## config.mk

```make
export PLATFORM = sky130hd
export DESIGN_NAME = nacc_core
export DESIGN_NICKNAME = d
export VERILOG_FILES = /design/src/rtl/nacc_pkg.sv /design/src/rtl/nacc_decode.sv /design/src/rtl/nacc_alu.sv /design/src/rtl/nacc_pc_next.sv /design/src/rtl/nacc_core.sv
export SDC_FILE = /design/constraint.sdc
export NUM_CORES = 1
export LEC_CHECK = 0
export ABC_AREA = 1
export CAP_MARGIN = 10
export CORE_ASPECT_RATIO = 0.6
export CORE_MARGIN = 3
export CORE_UTILIZATION = 29
export DETAILED_ROUTE_END_ITERATION = 6
export GPL_TIMING_DRIVEN = 0
export MAX_ROUTING_LAYER = met4
export PLACE_DENSITY = 0.62
export SLEW_MARGIN = 10
export SYNTH_ARGS = -nofsm -noshare
export SYNTH_HDL_FRONTEND = slang
export SYNTH_SLANG_ARGS = --single-unit
export TNS_END_PERCENT = 50
```

## constraint.sdc

```tcl
create_clock -name clk -period 3.6 [get_ports clk]
set_input_delay 0.36 -clock clk [delete_from_list [all_inputs] [get_ports clk]]
set_output_delay 0.36 -clock clk [all_outputs]
set_load 0.05 [all_outputs]
```

## src/rtl/nacc_pkg.sv

```systemverilog
package nacc_pkg;

    // Arithmetic selection for the accumulator path.
    typedef enum logic [1:0] {
        ALU_PASS = 2'd0,
        ALU_ADD  = 2'd1,
        ALU_SUB  = 2'd2
    } alu_sel_e;

    // Operation class, taken from opcode bits 3:1.
    typedef enum logic [2:0] {
        OPC_LOAD  = 3'b000,
        OPC_ADD   = 3'b001,
        OPC_SUB   = 3'b010,
        OPC_STORE = 3'b011,
        OPC_READ  = 3'b100,
        OPC_JUMP  = 3'b101,
        OPC_JZERO = 3'b110,
        OPC_IDLE  = 3'b111
    } op_class_e;

    // Decoded control bundle.
    typedef struct packed {
        logic     use_mem;
        logic     acc_wr;
        alu_sel_e alu_sel;
        logic     st_en;
        logic     adr_wr;
        logic     pc_jump;
        logic     pc_cond;
    } ctrl_t;

endpackage

```

## src/rtl/nacc_decode.sv

```systemverilog
module nacc_decode
    import nacc_pkg::*;
(
    input  logic [3:0] opcode,
    output ctrl_t      ctrl
);

    op_class_e cls;

    always_comb begin
        cls          = op_class_e'(opcode[3:1]);
        ctrl         = '0;
        ctrl.alu_sel = ALU_PASS;
        ctrl.use_mem = opcode[0];
        unique case (cls)
            OPC_LOAD: begin
                ctrl.acc_wr  = 1'b1;
                ctrl.alu_sel = ALU_PASS;
            end
            OPC_ADD: begin
                ctrl.acc_wr  = 1'b1;
                ctrl.alu_sel = ALU_ADD;
            end
            OPC_SUB: begin
                ctrl.acc_wr  = 1'b1;
                ctrl.alu_sel = ALU_SUB;
            end
            OPC_STORE: ctrl.st_en   = 1'b1;
            OPC_READ:  ctrl.adr_wr  = 1'b1;
            OPC_JUMP:  ctrl.pc_jump = 1'b1;
            OPC_JZERO: ctrl.pc_cond = 1'b1;
            default:   ctrl.use_mem = 1'b0;
        endcase
    end

endmodule

```

## src/rtl/nacc_alu.sv

```systemverilog
module nacc_alu
    import nacc_pkg::*;
#(
    parameter int DW = 4
) (
    input  logic [DW-1:0] acc,
    input  logic [DW-1:0] opnd,
    input  alu_sel_e      sel,
    output logic [DW-1:0] y
);

    always_comb begin
        unique case (sel)
            ALU_ADD: y = acc + opnd;
            ALU_SUB: y = acc - opnd;
            default: y = opnd;
        endcase
    end

endmodule

```

## src/rtl/nacc_pc_next.sv

```systemverilog
module nacc_pc_next #(
    parameter int PW = 4,
    parameter int DW = 4
) (
    input  logic [PW-1:0] pc_q,
    input  logic [DW-1:0] target,
    input  logic          jump,
    input  logic          cond,
    input  logic          acc_zero,
    output logic [PW-1:0] pc_d
);

    logic [PW-1:0] tgt;

    // Fit the data-width target to the program counter width.
    generate
        if (PW > DW) begin : g_widen
            assign tgt = {{(PW-DW){1'b0}}, target};
        end else if (PW == DW) begin : g_same
            assign tgt = target;
        end else begin : g_narrow
            assign tgt = target[PW-1:0];
        end
    endgenerate

    always_comb begin
        if (jump || (cond && acc_zero)) begin
            pc_d = tgt;
        end else begin
            pc_d = pc_q + PW'(1);
        end
    end

endmodule

```

## src/rtl/nacc_core.sv

```systemverilog
module nacc_core
    import nacc_pkg::*;
#(
    parameter int DW = 4,
    parameter int PW = 4
) (
    input  logic          clk,
    input  logic          rst,
    output logic [PW-1:0] rom_addr,
    input  logic [DW+3:0] rom_data,
    output logic [DW-1:0] ram_raddr,
    input  logic [DW-1:0] ram_rdata,
    output logic          ram_we,
    output logic [DW-1:0] ram_waddr,
    output logic [DW-1:0] ram_wdata
);

    localparam int IW = DW + 4;

    typedef struct packed {
        logic [PW-1:0] pc;
        logic [DW-1:0] acc;
        logic [DW-1:0] adr;
    } core_st_t;

    core_st_t      st_d, st_q;
    ctrl_t         ctrl;
    logic [3:0]    opcode;
    logic [DW-1:0] kval;
    logic [DW-1:0] opnd;
    logic [DW-1:0] alu_y;
    logic [PW-1:0] pc_nx;
    logic          acc_zero;

    assign opcode   = rom_data[IW-1:DW];
    assign kval     = rom_data[DW-1:0];
    assign opnd     = ctrl.use_mem ? ram_rdata : kval;
    assign acc_zero = (st_q.acc == '0);

    nacc_decode u_dec (
        .opcode (opcode),
        .ctrl   (ctrl)
    );

    nacc_alu #(.DW(DW)) u_alu (
        .acc  (st_q.acc),
        .opnd (opnd),
        .sel  (ctrl.alu_sel),
        .y    (alu_y)
    );

    nacc_pc_next #(.PW(PW), .DW(DW)) u_pcn (
        .pc_q     (st_q.pc),
        .target   (opnd),
        .jump     (ctrl.pc_jump),
        .cond     (ctrl.pc_cond),
        .acc_zero (acc_zero),
        .pc_d     (pc_nx)
    );

    always_comb begin
        st_d    = st_q;
        st_d.pc = pc_nx;
        if (ctrl.acc_wr) begin
            st_d.acc = alu_y;
        end
        if (ctrl.adr_wr) begin
            st_d.adr = opnd;
        end
        rom_addr  = st_q.pc;
        ram_raddr = st_q.adr;
        ram_we    = ctrl.st_en & ~rst;
        ram_waddr = opnd;
        ram_wdata = st_q.acc;
    end

    always_ff @(posedge clk) begin
        if (rst) begin
            st_q <= '0;
        end else begin
            st_q <= st_d;
        end
    end

endmodule

```

# Word level (Yosys, flattened, before mapping)
# Index checks and enable logic that the tools add are counted.
# totals
regBits	12
inputBits	14
output_inout_bits	17
# op_classes
n_mux	9
eq_ne	8
n_reduce_logical	5
n_addsub	3
bitwise	2
# op_table
op	count
$eq A3 B3 Y1 const B	3
$pmux W3 S3	1
$mux W4	2
$pmux W4 S2	1
$reduce_or A7 Y1	1
$eq A3 B2 Y1 const B	2
$mux W1	5
$add A4 B1 Y4 const B	1
$add A4 B4 Y4	1
$logic_not A4 Y1	1
$sub A4 B4 Y4	1
$eq A3 B1 Y1 const B	1
$logic_not A3 Y1	1
$eq A2 B1 Y1 const B	1
$eq A2 B2 Y1 const B	1
$and A1 B1 Y1	1
$logic_and A1 B1 Y1	1
$logic_or A1 B1 Y1	1
$not A1 Y1	1

# Logic depth before layout (Yosys ltp)
# logic_depth
depth_word	6
mapped_depth	15
ltp_nobuf	15

# By module
# A second synthesis with hierarchy kept.
# unflattened
hier_cells	156
area_unflattened_um2	935.9
# modules_own_cells
module	instances	area_each_um2	seq_area_each_um2	cells_each
nacc_core	1	486.7	240.2	72
nacc_alu	1	276.5	0.0	50
nacc_pc_next	1	108.9	0.0	18
nacc_decode	1	63.8	0.0	16

# Worst setup path before layout
# OpenSTA, ideal clock, no wires.
# synth_timing
path_type	input to register
start	input rom_data[7]
end	register st_q (netlist bit ram_wdata[3])
t_required_ns	3.487
path_slack_ns	1.565
arrival_time_ns	1.922
stages	12
path_buffers	0
cell_sequence	inv_1 > nand3_1 > ha_1 > inv_1 > nand2_4 > xor2_1 > ha_1 > a21oi_1 > a21boi_1 > nand3_2 > nand3_2 > a21oi_2
# synth_between
elab_chain_len	6
elab_cells_between_ends	16
classes_between	add/sub: 2; eq/ne: 8; mux: 4; reduce/logical: 2
# synth_lines
item	line	rtl
from (decl)	nacc_core.sv:10	input logic [DW+3:0] rom_data,
$eq A3 B1 Y1 (tied with other cells)	nacc_decode.sv:15	unique case (cls)
$reduce_or A7 Y1 (no source line)	n/a	
$mux W1	nacc_decode.sv:15	
$mux W4	nacc_core.sv:37	assign opnd = ctrl.use_mem ? ram_rdata : kval;
$sub A4 B4 Y4 or $add A4 B4 Y4 (tied branches)	nacc_alu.sv:15, nacc_alu.sv:14	
$pmux W4 S2	nacc_alu.sv:13	unique case (sel)
to (signal assigned)	nacc_core.sv:81	st_q <= st_d;
to (decl)	nacc_core.sv:26	core_st_t st_d, st_q;
# Several ways; a longest one is shown, not always the timed one.
# A chain may end at the register's enable or synchronous reset.

# Final worst setup path
# layout_timing
start	input rom_data[7]
end	output ram_waddr[0]
# layout_between
elab_chain_len	4
elab_cells_between_ends	10
classes_between	eq/ne: 6; mux: 2; reduce/logical: 2
# layout_lines
item	line	rtl
$eq A3 B1 Y1 (tied with other cells)	nacc_decode.sv:15	
$reduce_or A7 Y1 (no source line) (*)	n/a	
$mux W1 (*)	nacc_decode.sv:15	
$mux W4 (*)	nacc_core.sv:37	
to (decl)	nacc_core.sv:14	output logic [DW-1:0] ram_waddr,
# Mark *: on every way between the ends. The rest lies on a longest branch, timed or not.

==> impl_metrics.csv <==
group,metric,value,unit
sta,worstMarginPinSlew,0.536,ns
clock_network,cts.sinks,12,
sta,period_needed,2.67,ns
clock_network,cts_buffers,3,
floorplanning,rows,15,
logic_synthesis,avgSynthCellArea,6.99,sq um
placed_design,routabilityCongestion,0.794,
setup_path,cp_data_required_time,3.24,ns
setup_path,cp_data_arrival_time,2.31,ns
sta,slew_viol_final,0,
outcome,status,"finished clean",
sta,whs,0.544,ns
detailed_routing,vias,975,
setup_path,critical_path_class,"primary input to primary output",
global_routing,grt_max_degree,9,
sta,fmax,374,MHz
global_routing,antenna_found_initial,0,
sta,setup_tns,0,ns
floorplanning,die_x,79.9,um
sta,hold_viol,0,
finish,final_cell_mix,"30 x clkdlybuf4s50_1, 27 x inv_1, 24 x nand2_1, 13 x nand3_1, 12 x dfxtp_1",
pwr,max-vdd-ir-drop,0.176,mV
sta,fin_skew,0.00149,ns
logic_synthesis,synth_cells,136,
clock_network,cts_tree,"done",
placed_design,numPortBuffers,30,
finish,mostFrequentLayoutCell,"clkdlybuf4s50_1",
clock_network,post_cts_resized,0,
setup_path,critPathLaunchType,"primary input",
floorplanning,num_io_pins,31,
finish,layout-drive-gt1-share,13.5,%
setup_path,ff2ff_path_depth,5,
clock_network,htree_levels,1,
floorplanning,die-height,50.4,um
detailed_routing,routed_wl,2540,um
global_routing,track_usage,13.8,%
pwr,p_leak,0.000628,uW
setup_path,crit_fanout,7,
setup_path,setup.worst_path.start,"rom_data[7]",
floorplanning,initial_utilization,31.7,%
sta,rsz0062_at_grt,"false",
clock_network,cts.clk_slew.worst_paths,0.05,ns
finish,area_growth,42.9,%
logic_synthesis,ys_ff_latch,12,
pwr,power.density,389,nW/um^2
detailed_routing,first_iter_violations,21,
logic_synthesis,ys_types,24,
finish,num-nets-final,190,
global_routing,grt_first_pass_wirelength,4160,um
logic_synthesis,yosysSeqAreaShare,25.3,%
global_routing,grt-ovfl-total,0,
global_routing,grt_pass1_vias,842,
clock_network,postCtsHoldBufs,0,
finish,final_cells,212,
detailed_routing,dr.pass1.iters,4,
flow_run,max_cap_viol_count,0,
clock_network,clk_path_buf_depth,2,
detailed_routing,via_per_inst,4.60,
setup_path,end_kind,"primary output",
sta,setup_viol,0,
detailed_routing,drc,0,
setup_path,critPathCapture,"ram_waddr[0]",
placed_design,dp_cells,208,
clock_network,postCtsSetupBuffers,0,
finish,diodes,0,
logic_synthesis,yosysWarnings,0,
setup_path,rr_startpoint,"ram_wdata[0]",
logic_synthesis,synth_nets,155,
setup_path,regToRegSetupSlack,2.10,ns
setup_path,r2r_end,"ram_wdata[1]",
sta,period_share,74.2,%
clock_network,clk_latency,0.24,ns
detailed_routing,wire_per_inst,12.0,um
min_path,hold_class,"flip-flop to flip-flop",
floorplanning,core_area,3000,sq um
detailed_routing,ant_nets,0,
logic_synthesis,synth_area,951,sq um
placed_design,dpl.hpwl,2060,um
floorplanning,die_area,4020,sq um
sta,slew_headroom,64.1,%
clock_network,cts-root-buf,"clkbuf_8",
## critical path, cell delays in order
cell             delay, ns
clkdlybuf4s50_1       0.62
nand3_4               0.15
nand2_4               0.14
nand2_1               0.08
o21ai_2               0.10
clkdlybuf4s50_1       0.85
## per-stage QoR
step	area, sq um	power, uW	util (%)	setup slack (ns)
6_report	1360	529	45.3	0.929
2_1_floorplan	951	309	-	1.56
3_3_place_gp	1300	377	43.4	0.794
3_5_place_dp	1300	382	43.4	0.697
4_1_cts	1360	533	45.3	0.910
5_1_grt	1360	562	45.3	0.782
## how the worst min path moves through the flow
stage / depth (start not counted) / from / to
after floorplan: 1 / rst / ram_wdata[3]
after global placement: 1 / rom_addr[0] / rom_addr[0]
after detailed placement: 1 / rom_addr[0] / rom_addr[0]
after CTS: 1 / rom_addr[0] / rom_addr[0]
after global routing: 1 / rom_addr[0] / rom_addr[0]
final: 1 / rom_addr[0] / rom_addr[0]
## routing by layer
metal	vias to the layer above	global-route usage [%]	part of all wire, %
li1	514	-	-
met2	30	18.4	40
met4	0	4.21	1.4
met5	-	-	0
met1	427	20.1	53
met3	4	3.41	5.4
## synthesized netlist by cell type
cell type  count  area, sq um
xor2_1         2         17.5
nand3_2        3         30.0
xnor2_1        2         17.5
a21oi_2        1         8.76
inv_1         27          101
o21ai_0        7         35.0
a21boi_1       1         7.51
fa_1           1         20.0
nor4_1         1         6.26
o21ai_2        2         17.5
nor2_1         5         18.8
ha_1           4         50.1
nand2_4        6         67.6
a41oi_1        1         8.76
a21oi_1        7         35.0
nand2_2        6         37.5
dfxtp_1       12          240
nand3_1       13         65.1
nand3_4        1         17.5
a31oi_1        2         12.5
nand2_1       24         90.1
a211oi_1       1         7.51
nor3_1         4         20.0
o22ai_1        3         18.8
## power breakdown
group	internal [uW]	switching, uW
Combinational	81.9	140
Sequential	145	11.9
Clock	96.8	53.5
Total	323	205
## logic make-up after synthesis
family	count (synthesis)	synth area share, %
and+or+nand+nor	63	37.1
buffers and inverters	27	10.7
AOI/OAI and AO/OA	25	15.9
DFF	12	25.3
adders and majority gates	5	7.37
xor gates and xnor gates	4	3.68
## registers in the layout, indices dropped and copies added (netlist names)
register   count
ram_raddr      4
ram_wdata      4
rom_addr       4
## cell type report
type / count / area [sq um]
fillers: 305 / 1640
well taps: 42 / 52.6
inverters: 27 / 101
clock buffers: 4 / 55.1
multi-input cells: 97 / 609
repair buffers: 30 / 300
flip-flops and latches: 12 / 240
Note: power is estimated with default switching activity, not from simulation.
